`src/rtl/sysirq_pkg.sv`:
```
package sysirq_pkg;
  localparam int REG_W      = 32;
  localparam int STAT_SHIFT = 16;
endpackage

```
`src/rtl/sysirq_line_edge.sv`:
```
module sysirq_line_edge (
  input  logic clk,
  input  logic rst_n,
  input  logic line_i,
  output logic rise_o,
  output logic fall_o
);
  logic meta_q, meta_d;
  logic sync_q, sync_d;
  logic last_q, last_d;

  always_comb begin
    meta_d = line_i;
    sync_d = meta_q;
    last_d = sync_q;
  end

  always_ff @(posedge clk or negedge rst_n) begin
    if (!rst_n) begin
      meta_q <= 1'b0;
      sync_q <= 1'b0;
      last_q <= 1'b0;
    end else begin
      meta_q <= meta_d;
      sync_q <= sync_d;
      last_q <= last_d;
    end
  end

  assign rise_o = sync_q & ~last_q;
  assign fall_o = ~sync_q & last_q;

  // after a rise report the synchronised line is seen high
  a_r4_rise_level: assert property (@(posedge clk) disable iff (!rst_n)
    rise_o |=> (last_q && !rise_o));
endmodule

```
`src/rtl/sysirq_enable_reg.sv`:
```
module sysirq_enable_reg #(
  parameter int N = 7
) (
  input  logic         clk,
  input  logic         rst_n,
  input  logic         wr_i,
  input  logic [N-1:0] wdata_i,
  output logic [N-1:0] en_o
);
  logic [N-1:0] en_q, en_d;

  always_comb begin
    en_d = en_q;
    if (wr_i) en_d = wdata_i;
  end

  always_ff @(posedge clk or negedge rst_n) begin
    if (!rst_n) en_q <= '0;
    else        en_q <= en_d;
  end

  assign en_o = en_q;

  a_r6_load: assert property (@(posedge clk) disable iff (!rst_n)
    wr_i |=> (en_o == $past(wdata_i)));
  a_r6_hold: assert property (@(posedge clk) disable iff (!rst_n)
    !wr_i |=> $stable(en_o));
endmodule

```
`src/rtl/sysirq_pend_bank.sv`:
```
module sysirq_pend_bank #(
  parameter int N = 7
) (
  input  logic         clk,
  input  logic         rst_n,
  input  logic [N-1:0] set_i,
  input  logic [N-1:0] clr_i,
  output logic [N-1:0] pend_o
);
  logic [N-1:0] pend_q, pend_d;

  // a set outranks a clear of the same bit
  always_comb begin
    pend_d = (pend_q & ~clr_i) | set_i;
  end

  always_ff @(posedge clk or negedge rst_n) begin
    if (!rst_n) pend_q <= '0;
    else        pend_q <= pend_d;
  end

  assign pend_o = pend_q;

  a_r7_set_wins: assert property (@(posedge clk) disable iff (!rst_n)
    (set_i != '0) |=> ((pend_o & $past(set_i)) == $past(set_i)));
  a_r5_clear: assert property (@(posedge clk) disable iff (!rst_n)
    ((clr_i & ~set_i) != '0) |=> ((pend_o & $past(clr_i & ~set_i)) == '0));
  a_r3_sticky: assert property (@(posedge clk) disable iff (!rst_n)
    (clr_i == '0) |=> ((pend_o & $past(pend_o)) == $past(pend_o)));
endmodule

```
`src/rtl/sysirq_agg.sv`:
```
module sysirq_agg
  import sysirq_pkg::*;
#(
  parameter int SRC_BASE   = 0,
  parameter int SRC_COUNT  = 7,
  parameter int LINE_COUNT = 2,
  parameter int LINE_FIRST = 2
) (
  input  logic                  clk,
  input  logic                  rst_n,
  input  logic [SRC_COUNT-1:0]  evt_pulse_i,
  input  logic [LINE_COUNT-1:0] line_i,
  input  logic                  reg_wr_i,
  input  logic [REG_W-1:0]      reg_wdata_i,
  output logic [REG_W-1:0]      reg_rdata_o,
  output logic                  irq_o
);
  localparam int EN_LSB = SRC_BASE;
  localparam int ST_LSB = SRC_BASE + STAT_SHIFT;

  logic [LINE_COUNT-1:0] rise_w, fall_w;
  logic [SRC_COUNT-1:0]  edge_evt, set_vec, clr_vec, en_vec, pend_vec;
  logic                  wr_unused;

  genvar gi;
  generate
    for (gi = 0; gi < LINE_COUNT; gi++) begin : g_line
      sysirq_line_edge u_edge (
        .clk    (clk),
        .rst_n  (rst_n),
        .line_i (line_i[gi]),
        .rise_o (rise_w[gi]),
        .fall_o (fall_w[gi])
      );
    end
  endgenerate

  always_comb begin
    edge_evt = '0;
    for (int i = 0; i < LINE_COUNT; i++) begin
      edge_evt[LINE_FIRST + 2*i]     = rise_w[i];
      edge_evt[LINE_FIRST + 2*i + 1] = fall_w[i];
    end
    set_vec = evt_pulse_i | edge_evt;
    clr_vec = reg_wr_i ? reg_wdata_i[ST_LSB +: SRC_COUNT] : '0;
  end

  sysirq_enable_reg #(.N(SRC_COUNT)) u_en (
    .clk     (clk),
    .rst_n   (rst_n),
    .wr_i    (reg_wr_i),
    .wdata_i (reg_wdata_i[EN_LSB +: SRC_COUNT]),
    .en_o    (en_vec)
  );

  sysirq_pend_bank #(.N(SRC_COUNT)) u_pend (
    .clk    (clk),
    .rst_n  (rst_n),
    .set_i  (set_vec),
    .clr_i  (clr_vec),
    .pend_o (pend_vec)
  );

  always_comb begin
    reg_rdata_o = '0;
    reg_rdata_o[EN_LSB +: SRC_COUNT] = en_vec;
    reg_rdata_o[ST_LSB +: SRC_COUNT] = pend_vec;
  end

  assign irq_o     = |(en_vec & pend_vec);
  assign wr_unused = ^reg_wdata_i;

  // the output can only rise after an event or a register write
  a_r8_rise_cause: assert property (@(posedge clk) disable iff (!rst_n)
    $rose(irq_o) |-> $past(reg_wr_i || (set_vec != '0)));
  // with no write the output cannot fall
  a_r8_hold_low: assert property (@(posedge clk) disable iff (!rst_n)
    (!reg_wr_i && irq_o) |=> irq_o);
endmodule

```
`config.mk`:
```
export PLATFORM = sky130hd
export DESIGN_NAME = sysirq_agg
export DESIGN_NICKNAME = d
export VERILOG_FILES = /design/src/rtl/sysirq_pkg.sv /design/src/rtl/sysirq_line_edge.sv /design/src/rtl/sysirq_enable_reg.sv /design/src/rtl/sysirq_pend_bank.sv /design/src/rtl/sysirq_agg.sv
export SDC_FILE = /design/constraint.sdc
export NUM_CORES = 1
export LEC_CHECK = 0
export BUFFER_PORTS_ARGS = -buffer_cell sky130_fd_sc_hd__buf_4
export CORE_ASPECT_RATIO = 0.8
export CORE_MARGIN = 2
export CORE_UTILIZATION = 34
export DETAILED_ROUTE_END_ITERATION = 10
export PLACE_DENSITY = 0.78
export SLEW_MARGIN = 20
export SYNTH_ARGS = -nofsm -noshare
export SYNTH_HDL_FRONTEND = slang
export SYNTH_SLANG_ARGS = --single-unit
```
`constraint.sdc`:
```
create_clock -name clk -period 0.97 [get_ports clk]
set_clock_uncertainty 0.05 [all_clocks]
set_input_delay 0.0485 -clock clk [delete_from_list [all_inputs] [get_ports clk]]
set_output_delay 0.0485 -clock clk [all_outputs]
set_load 0.005 [all_outputs]
```
==> results by group, run 1 <==
Floorplan
  – Horizontal die dimension: 61.2 um
  – CORE AREA: 2460 sq um
  – Die Y-Extent: 49.8 um
  – Initial standard-cell utilization of the core: 36.1%
  – Die ar.: 3040 sq um
  – Cell Rows: 16
  – Ports placed on the boundary: 77

Cells and area
  – Area used by multi-input combinational logic: 292 sq um
  – Number of fill cells in the layout: 196
  – Combined flip-flop and latch cell area: 500 sq um
  – Area of all placed cells without fillers: 1580 sq um
  – Number of diodes added for antenna fixing: 0
  – Final cell count without fillers: 180
  – Share of post-route cells with drive strength above 1: 43.1%
  – NumNets Final: 189
  – Final core utilization: 64.0%
  – Area grow syn2layout: 77.1%

Routing
  – DR iter-0 viols: 15
  – Drc violations: 0
  – Via count: 739
  – ANT nets after route: 0
  – Routed length per placed instance: 12.1 um
  – Detailed-routing iteration count for the pre-antenna-repair pass: 4
  – Via-per-instance ratio: 4.11
  – WL final: 2170 um

Yosys
  – Post-synthesis cell count: 69
  – Number of enable-type register cells in the synthesized netlist: 0
  – Syn Area/Cell: 12.9 sq um
  – Fraction of synthesized cell area taken by the top area cell type: 56.3%
  – Yosys reg bits: 20
  – Multiplexer fraction of the synthesized cell area: 11.8%
  – Combinational family with the most area after synthesis: buffers and inverters
  – Cell type with the largest total area after synthesis: sky130_fd_sc_hd__dfrtp_1
  – Netlist area before placement: 890 sq um
  – Sequential cell area fraction in the yosys report: 56.3%
  – Most common flop cell mapped by yosys: sky130_fd_sc_hd__dfrtp_1
  – Adder-cell area share of the yosys netlist: 0%
  – Share of flip-flops with an asynchronous set or reset: 100%
  – Fraction of the mapped netlist area in compound gates: 9.85%
  – Distinct cells, synth: 12
  – XOR/XNOR Fraction of Synth Area: 0%
  – Cells taking the most area after synthesis: sky130_fd_sc_hd__dfrtp_1 (56%), sky130_fd_sc_hd__buf_4 (15%), sky130_fd_sc_hd__mux2_4 (12%), sky130_fd_sc_hd__a221o_1 (4.5%), sky130_fd_sc_hd__nand2_1 (3.0%)
  – Most common library cells after synthesis: sky130_fd_sc_hd__dfrtp_1 (20), sky130_fd_sc_hd__buf_4 (18), sky130_fd_sc_hd__mux2_4 (7), sky130_fd_sc_hd__nand2_1 (7)
  – Most common cell in the netlist: sky130_fd_sc_hd__dfrtp_1
  – Simple-gate portion of the synthesized area: 3.52%
  – Warnings from Yosys: 0

Timing
  – Number of pins with negative max-slew slack in the final report: 0
  – Final critical delay including setup and external delays: 1.61 ns
  – Minimum hold slack: 0.0114 ns
  – Unrepaired setup endpoints after global routing: true
  – Worst setup margin: -0.637 ns
  – Hold violation count in the final report: 0
  – Final worst-path cycle share: 166%
  – Total Neg Setup Slack: -1.59 ns
  – Max Fclk: 0.622 GHz
  – Final setup violating endpoints: 12

Setup path
  – Arrival time reported for the critical path endpoint: 1.51 ns
  – Cell type of the slowest stage on the worst timing path: sky130_fd_sc_hd__a222oi_1
  – Worst path required time: 0.87 ns
  – Slowest Stage Delay on Critical Path: 0.44 ns
  – Startpoint-to-endpoint class of the critical path: flip-flop to output port
  – Chain of cells forming the critical path: a222oi_1 > nand3_1 > buf_4
  – Max Fanout on Critical Path: 2
  – Worst setup EP type: output port
  – Critical path startpoint category: flip-flop

Placement
  – Post-Place Cells: 150
  – Port Buffers: 40
  – Worst slack at placement: -0.146 ns
  – Dpl hpwl: 1440 um
  – Total placed instance area: 1200 sq um
  – Weighted congestion at the end of routability-driven global placement: 0.661

Outcome
  – Result of the run: complete, but fails checks
  – Violated checks: negative setup slack

Power and ir drop
  – Total Power Consumption: 2.09 mW
  – Largest vdd supply drop: 0.865 mV
  – Pwr Density: 1320 nW/um^2
  – Reported leakage power: 0.786 nW

Global route
  – Aggregate global routing overflow: 0
  – Aggregate global-route resource usage: 15.4%
  – Maximum number of pins on one net before global-route repair: 21
  – Number of global-route vias before repair: 764
  – Initial antenna violation count: 0
  – Global-route wire length before repair: 3450 um

Clock tree
  – CTS clock-pin slew for the worst setup and hold paths: 0.11 ns
  – Maximum buffer depth of the clock tree: 2
  – Clock tree from TritonCTS: built
  – Clock sink count: 20
  – Inserted Clock Buffers: 3
  – Latest clock arrival within the worst-skew pair: 0.30 ns
  – Number of levels in the clock H-tree: 1
  – Cell at the root of the clock tree: sky130_fd_sc_hd__clkbuf_4

Min path
  – Worst min path class: primary input to flip-flop

Run
  – Max-Cap Viols: 0
## cells by family after synthesis
logic type	after synthesis
muxes	7
and+or+nand+nor	8
other	1
buffers and inverters	23
DFF	20
AOI/OAI and AO/OA	10
## layout by cell type, fill, tap and decap left out, drive strengths merged
| master | count |
|---|---|
| buf | 51 |
| a222oi | 1 |
| bufinv | 1 |
| conb | 18 |
| a21o | 3 |
| a221o | 4 |
| nand2 | 7 |
| mux2 | 7 |
| nand3 | 1 |
| inv | 4 |
| a22oi | 2 |
| dfrtp | 20 |
| clkbuf | 3 |
| dlygate4sd3 | 22 |
## path summary, 6_finish.rpt
check | from | to | slack, ns | cells after the start
min reg2reg | g_line[1].u_edge.meta_q | g_line[1].u_edge.last_d | 0.32 | 0
max in group asynchronous | rst_n | u_en.en_o[6] | 0.57 | 2
min in group asynchronous | rst_n | u_pend.pend_o[2] | 0.09 | 2
max | u_en.en_o[4] | irq_o | -0.64 | 3
max reg2reg | u_en.en_o[4] | u_en.en_o[4] | -0.22 | 4
min | reg_wdata_i[19] | u_pend.pend_o[3] | 0.01 | 3
## per-layer routing
layer  GRT usage (%)  share of wire, %  vias to the layer above
li1                -                 -                      351
met1            20.8                40                      350
met2            25.5                52                       38
met3            4.99               7.6                        0
met4               0                 0                        0
met5               0                 0                        -
## layout make-up
cell class                      instances  share of cell area (%)
Timing Repair Buffer                   73                    42.6
Sequential cell                        20                    31.8
Multi-Input combinational cell         43                    18.5
Tap cell                               36                    2.86
Clock inverter                          1                    1.91
Clock buffer                            3                    1.43
Inverter                                4                   0.953
## registers in the layout, indices dropped and copies added, names as in the netlist
| name | flops |
|---|---|
| u_en.en_o | 7 |
| u_pend.pend_o | 7 |
| g_line.u_edge.meta_q | 2 |
| g_line.u_edge.last_q | 2 |
| g_line.u_edge.last_d | 2 |
## power breakdown
group | internal, mW | switching, mW
Combinational | 0.324 | 0.146
Sequential | 0.892 | 0.0496
Clock | 0.418 | 0.255
## worst max-delay path, delay by kind of cell (launching register included)
| family | cells | cell delay (ns) |
|---|---|---|
| AO/OA/AOI/OAI | 1 | 0.44 |
| flip-flops | 1 | 0.40 |
| buffers and inverters | 1 | 0.19 |
| AND/OR/NAND/NOR | 1 | 0.18 |
## repair_timing
action / CTS / global route
pin swaps: 0 / 1
hold endpoints to repair: 36 / 1
hold buffers: 21 / 1
resized for setup: 14 / 5
endpoints found under the setup margin: 13 / 18
buffers inserted: 3 / 4
(Power assumes the default switching activity.)
==> run 2, diff against run 1 <==
==> constraint.sdc (replaced) <==
create_clock -name clk -period 0.97 [get_ports clk]
set_clock_uncertainty 0.05 [all_clocks]
set_input_delay 0.097 -clock clk [delete_from_list [all_inputs] [get_ports clk]]
set_output_delay 0.097 -clock clk [all_outputs]
set_load 0.005 [all_outputs]
==> run 2 against run 1 <==
Effect of this change:
- largest power group unchanged
- die area unchanged
- first-iteration DRC count is 47% lower
- highest routed layer is now met4
- sequential power down 0.5%
- the run still ends with negative setup slack left
==> results by group, run 2 (synthesized netlist as in run 1, its figures left out) <==
Setup path
  – Cell type of the slowest stage on the worst timing path: sky130_fd_sc_hd__dfrtp_1
  – Worst path required time: 0.82 ns (-0.05 ns)
  – Worst-case register-to-register setup slack: -0.08 ns (+0.14 ns)
  – Slowest Stage Delay on Critical Path: 0.41 ns (-0.03 ns)
  – Startpoint-to-endpoint class of the critical path: flip-flop to output port
  – Critical path startpoint category: flip-flop
  – Worst setup EP type: output port
  – Max Fanout on Critical Path: 2 (unchanged)
  – Chain of cells forming the critical path: a222oi_1 > nand3_1 > buf_4
  – Arrival time reported for the critical path endpoint: 1.34 ns (-0.17 ns)

Routing
  – ANT nets after route: 0 (unchanged)
  – DR iter-0 viols: 8 (-7)
  – Detailed-routing iteration count for the pre-antenna-repair pass: 4 (unchanged)
  – Via-per-instance ratio: 4.17 (+1.6%)
  – Routed length per placed instance: 11.4 um (-5.6%)
  – WL final: 2010 um (-7.7%)
  – Drc violations: 0 (unchanged)
  – Via count: 734 (-0.68%)

Timing
  – Final critical delay including setup and external delays: 1.49 ns (-0.121 ns)
  – Max Fclk: 0.673 GHz (+8.2%)
  – Final worst-path cycle share: 153% (-12 points)
  – Hold violation count in the final report: 0 (unchanged)
  – Total Neg Setup Slack: -1.83 ns (-0.237 ns)
  – Final setup violating endpoints: 17 (+5)
  – Unrepaired setup endpoints after global routing: true
  – Number of pins with negative max-slew slack in the final report: 0 (unchanged)
  – Worst setup margin: -0.516 ns (+0.121 ns)

Placement
  – Total placed instance area: 1230 sq um (+1.9%)
  – Port Buffers: 40 (unchanged)
  – Worst slack at placement: -0.210 ns (-0.0644 ns)
  – Weighted congestion at the end of routability-driven global placement: 0.660 (-0.12%)

Power and ir drop
  – Clock network fraction of design power: 25.1% (-7.2 points)
  – Total Power Consumption: 1.88 mW (-9.9%)
  – Logic gate share of total power: 25.0% (+2.4 points)
  – Pwr Density: 1220 nW/um^2 (-7.6%)
  – Switching power: 433 uW (-4.0%)
  – Largest vdd supply drop: 0.851 mV (-1.5%)
  – Fraction of power consumed by sequential logic: 49.9% (+4.7 points)
  – Switching share of power: 23.0% (+1.4 points)
  – Internal Power: 1.45 mW (-12%)
  – Reported leakage power: 0.770 nW (-2.0%)

Clock tree
  – Clock tree from TritonCTS: built
  – Cell at the root of the clock tree: sky130_fd_sc_hd__clkbuf_4
  – Latest clock arrival within the worst-skew pair: 0.29 ns (about the same)
  – CTS clock-pin slew for the worst setup and hold paths: 0.11 ns (about the same)
  – Number of levels in the clock H-tree: 1 (unchanged)
  – Maximum buffer depth of the clock tree: 2 (unchanged)
  – Clock sink count: 20 (unchanged)
  – Inserted Clock Buffers: 3 (unchanged)

Cells and area
  – NumNets Final: 185 (-2.1%)
  – Area of all placed cells without fillers: 1540 sq um (-2.5%)
  – Number of fill cells in the layout: 202 (+3.1%)
  – Combined flip-flop and latch cell area: 500 sq um (unchanged)
  – Number of diodes added for antenna fixing: 0 (unchanged)
  – Most frequent standard cell in the layout excluding fill and tap cells: sky130_fd_sc_hd__buf_4
  – Area grow syn2layout: 72.6%
  – Share of post-route cells with drive strength above 1: 45.0% (+1.9 points)
  – Area used by multi-input combinational logic: 292 sq um (unchanged)
  – Commonest cells after routing, fill and taps aside: sky130_fd_sc_hd__buf_4 (29), sky130_fd_sc_hd__buf_6 (23), sky130_fd_sc_hd__dfrtp_1 (20), sky130_fd_sc_hd__conb_1 (18), sky130_fd_sc_hd__dlygate4sd3_1 (17)

Global route
  – Initial antenna violation count: 0 (unchanged)
  – Aggregate global-route resource usage: 13.8% (-1.5 points)
  – Number of global-route vias before repair: 683 (-11%)
  – Global-route wire length before repair: 3030 um (-12%)
  – Maximum number of pins on one net before global-route repair: 21 (unchanged)
  – Aggregate global routing overflow: 0 (unchanged)

Outcome
  – Violated checks: negative setup slack
  – Result of the run: complete, but fails checks

Min path
  – Worst min path class: primary input to flip-flop

Floorplan
  – Initial standard-cell utilization of the core: 36.1% (unchanged)
  – CORE AREA: 2460 sq um (unchanged)
  – Die Y-Extent: 49.8 um (unchanged)
  – Ports placed on the boundary: 77 (unchanged)
  – Die ar.: 3040 sq um (unchanged)
  – Horizontal die dimension: 61.2 um (unchanged)
  – Cell Rows: 16 (unchanged)

Run
  – Max-Cap Viols: 0 (unchanged)
## run 2: cell count changes in the layout (fill, tap and decap cells not counted), sizes merged
cell         previous run  this run
bufinv                  1         0
buf                    51        52
dlygate4sd3            22        17
clkbuf                  3         4
## run 2: metrics by stage
step,hold slack [ns],utilization (%),cells
floorplan,-0.249,-,86
global placement,-0.0682,49.8,153
detailed placement,-0.0600,49.8,153
CTS,0.0250,62.0,175
global route,0.0260,62.3,176
finish,0.0379,62.3,176
## run 2: worst paths after layout
check / endpoint / cells after the start / startpoint
min in group asynchronous: g_line[0].u_edge.last_q / 2 / rst_n
max in group asynchronous: g_line[1].u_edge.last_q / 2 / rst_n
min reg2reg: g_line[1].u_edge.last_d / 0 / g_line[1].u_edge.meta_q
max: irq_o / 3 / u_pend.pend_o[4]
min: u_pend.pend_o[6] / 3 / reg_wdata_i[22]
max reg2reg: u_en.en_o[4] / 3 / u_en.en_o[4]
## run 2: critical path, delay by kind of cell (launching register included)
kind / cells / cell delay, ns
compound gates: 1 / 0.37
simple gates: 1 / 0.11
buf+inv: 1 / 0.15
flops: 1 / 0.41
## run 2: repair_timing
action / CTS / global route
hold endpoints to repair: 36 / 0
pin swaps: 1 / 1
buffers inserted: 2 / 2
resized for setup: 23 / 1
hold buffers: 17 / 0
setup endpoints to repair: 17 / 19
## run 2: area by class of cell
type                            count  share of cell area, %
Timing Repair Buffer               69                   42.1
Sequential cell                    20                   32.6
Multi-Input combinational cell     43                   19.0
Tap cell                           36                   2.93
Clock buffer                        4                   2.36
Inverter                            4                  0.978
## run 2: power by group through the flow
stage / Combinational (mW) / Sequential, mW / Clock [mW]
final: 0.470 / 0.937 / 0.471
after CTS: 0.468 / 0.938 / 0.490
after detailed placement: 0.353 / 0.945 / 0
after global routing: 0.510 / 0.944 / 0.525
after floorplan: 0.163 / 0.951 / 0
after global placement: 0.348 / 0.943 / 0
## run 2: routing by layer
layer	wire length [um]	global-route usage [%]	vias up
li1	-	-	344
met1	817	17.4	349
met5	0	0	-
met4	36	5.07	0
met3	164	4.99	6
met2	988	21.5	35
==> run 3, diff against run 2 <==
PLACE_DENSITY = 0.79   (was 0.78)
==> run 3 against run 2 <==
Effect of this change:
- setup slack gained 0.029 ns
- flip-flop and latch count stayed put
- global-route usage increased by 0.42 points
- core utilization fell by 1.6 points
- the run still ends with negative setup slack left
- critical path type unchanged
- clock power shrank 21%
- combinational power fell by 3%
- final area fell by 2.6%
==> results by group, run 3 (synthesized netlist as in run 1, its figures left out) <==
Outcome
  – Result of the run: complete, but fails checks
  – Violated checks: negative setup slack

Timing
  – Hold violation count in the final report: 0 (unchanged)
  – Final worst-path cycle share: 150% (-3.0 points)
  – Number of pins with negative max-slew slack in the final report: 0 (unchanged)
  – Worst setup margin: -0.487 ns (+0.0290 ns)
  – Unrepaired setup endpoints after global routing: true
  – Final setup violating endpoints: 17 (unchanged)
  – Max Fclk: 0.686 GHz (+2.0%)
  – Minimum hold slack: 0.0465 ns (+0.00858 ns)
  – Final critical delay including setup and external delays: 1.46 ns (-0.0290 ns)

Global route
  – Number of global-route vias before repair: 718 (+5.1%)
  – Maximum number of pins on one net before global-route repair: 21 (unchanged)
  – Global-route wire length before repair: 3240 um (+7.1%)
  – Aggregate global routing overflow: 0 (unchanged)
  – Aggregate global-route resource usage: 14.2% (+0.42 points)
  – Initial antenna violation count: 0 (unchanged)

Clock tree
  – CTS clock-pin slew for the worst setup and hold paths: 0.11 ns (about the same)
  – Clock sink count: 20 (unchanged)
  – Cell at the root of the clock tree: sky130_fd_sc_hd__clkbuf_4
  – Number of levels in the clock H-tree: 1 (unchanged)
  – Inserted Clock Buffers: 3 (unchanged)
  – Latest clock arrival within the worst-skew pair: 0.29 ns (about the same)
  – Clock tree from TritonCTS: built
  – Maximum buffer depth of the clock tree: 2 (unchanged)

Setup path
  – Worst setup EP type: output port
  – Cell type of the slowest stage on the worst timing path: sky130_fd_sc_hd__dfrtp_1
  – Capturing point of the worst reg2reg path: u_pend.pend_o[4]
  – Number of buffers and inverters on the critical path: 1 (unchanged)
  – Critical path startpoint category: flip-flop
  – R2r worst-path depth: 2 (-1)
  – Startpoint-to-endpoint class of the critical path: flip-flop to output port
  – Origin of the critical flop-to-flop path: u_pend.pend_o[4]
  – Arrival time reported for the critical path endpoint: 1.31 ns (-0.03 ns)
  – Chain of cells forming the critical path: a222oi_1 > nand3_1 > buf_4
  – CP top delay family: flip-flops
  – Worst path required time: 0.82 ns (about the same)
  – Slowest Stage Delay on Critical Path: 0.39 ns (-0.02 ns)
  – Max Fanout on Critical Path: 2 (unchanged)
  – Worst-case register-to-register setup slack: -0.02 ns (+0.06 ns)

Routing
  – Detailed-routing iteration count for the pre-antenna-repair pass: 5 (+1)
  – Routed length per placed instance: 11.9 um (+4.5%)
  – Via-per-instance ratio: 4.02 (-3.5%)
  – DR iter-0 viols: 3 (-5)
  – WL final: 2060 um (+2.7%)
  – Drc violations: 0 (unchanged)
  – Via count: 696 (-5.2%)
  – ANT nets after route: 0 (unchanged)

Floorplan
  – Horizontal die dimension: 61.2 um (unchanged)
  – CORE AREA: 2460 sq um (unchanged)
  – Die Y-Extent: 49.8 um (unchanged)
  – Ports placed on the boundary: 77 (unchanged)
  – Die ar.: 3040 sq um (unchanged)
  – Cell Rows: 16 (unchanged)
  – Initial standard-cell utilization of the core: 36.1% (unchanged)

Cells and area
  – Commonest cells after routing, fill and taps aside: sky130_fd_sc_hd__buf_4 (30), sky130_fd_sc_hd__dfrtp_1 (20), sky130_fd_sc_hd__buf_6 (20), sky130_fd_sc_hd__conb_1 (18), sky130_fd_sc_hd__dlygate4sd3_1 (17)
  – Number of diodes added for antenna fixing: 0 (unchanged)
  – Area of all placed cells without fillers: 1500 sq um (-2.6%)
  – Share of post-route cells with drive strength above 1: 43.8% (-1.2 points)
  – Area grow syn2layout: 68.1%
  – Most frequent standard cell in the layout excluding fill and tap cells: sky130_fd_sc_hd__buf_4
  – Number of fill cells in the layout: 196 (-3.0%)
  – NumNets Final: 183 (-1.1%)

Power and ir drop
  – Logic gate share of total power: 25.7% (+0.7 points)
  – Largest vdd supply drop: 1.07 mV (+25%)
  – Internal Power: 1.35 mW (-6.8%)
  – Pwr Density: 1180 nW/um^2 (-3.5%)
  – Fraction of power consumed by sequential logic: 53.1% (+3.2 points)
  – Switching share of power: 23.7% (+0.64 points)
  – Clock network fraction of design power: 21.2% (-3.9 points)
  – Switching power: 418 uW (-3.4%)
  – Reported leakage power: 0.749 nW (-2.7%)

Placement
  – Port Buffers: 40 (unchanged)
  – Dpl hpwl: 1520 um
  – Total placed instance area: 1230 sq um (unchanged)
  – Weighted congestion at the end of routability-driven global placement: 0.757 (+15%)

Min path
  – Worst hold stages: 3 (unchanged)
  – Worst Hold Launch: reg_wdata_i[22]
  – Worst min path class: primary input to flip-flop
  – Worst Hold Endpoint: u_pend.pend_o[6]

Run
  – Max-Cap Viols: 0 (unchanged)
-- run 3: changes by cell type in the layout (fill, tap and decap cells not counted) --
cell                       before  now
sky130_fd_sc_hd__buf_4         29   30
sky130_fd_sc_hd__clkbuf_8       1    0
sky130_fd_sc_hd__buf_6         23   20
-- run 3: layer usage --
| metal | global-route usage, % | up-vias | part of all wire, % |
|---|---|---|---|
| met5 | 0 | - | 0 |
| met4 | 2.17 | 0 | 0 |
| met3 | 2.36 | 0 | 7.3 |
| met2 | 25.7 | 36 | 54 |
| met1 | 17.8 | 326 | 39 |
| li1 | - | 334 | - |
-- run 3: how the worst max path moves through the flow --
stage | start | endpoint | depth (start not counted)
floorplan | u_en.en_o[4] | irq_o | 2
global placement | u_en.en_o[4] | irq_o | 3
detailed placement | u_en.en_o[4] | irq_o | 3
CTS | u_pend.pend_o[4] | irq_o | 3
global route | u_pend.pend_o[4] | irq_o | 3
finish | u_pend.pend_o[4] | irq_o | 3
-- run 3: stage by stage --
stage	utilization [%]	setup TNS [ns]	setup slack (ns)	power (mW)	std cells
3_5_place_dp	49.8	-0.179	-0.176	1.30	153
4_1_cts	60.7	-1.66	-0.503	1.78	173
6_report	60.7	-1.59	-0.487	1.77	173
5_1_grt	60.7	-2.13	-0.548	1.85	173
3_3_place_gp	49.8	-0.194	-0.186	1.29	153
2_1_floorplan	-	0	0.00610	1.11	86
-- run 3: power by group through the flow --
stage / clock [mW] / sequential, mW / combinational (mW)
5_1_grt: 0.414 / 0.944 / 0.495
3_5_place_dp: 0 / 0.946 / 0.354
2_1_floorplan: 0 / 0.951 / 0.163
3_3_place_gp: 0 / 0.942 / 0.347
6_report: 0.374 / 0.938 / 0.454
4_1_cts: 0.383 / 0.937 / 0.455
-- run 3: worst min-delay path, stage by stage --
cell	delay, ns
sky130_fd_sc_hd__buf_4	0.11
sky130_fd_sc_hd__nand2_1	0.05
sky130_fd_sc_hd__a21o_1	0.10
-- run 3: final cells by class --
type | count | area [sq um] | share of cell area, %
clock buffers | 3 | 22.5 | 1.51
well taps | 36 | 45.0 | 3.01
flip-flops and latches | 20 | 500 | 33.5
repair buffers | 67 | 621 | 41.5
inverters | 4 | 15.0 | 1.00
multi-input cells | 43 | 292 | 19.5
-- run 3: timing repair --
item / 4_1_cts / 5_1_grt
hold endpoints to repair: 36 / 0
buffers inserted: 3 / 4
resized for setup: 20 / 4
endpoints found under the setup margin: 17 / 18
pin swaps: 2 / 0
hold buffers: 17 / 0
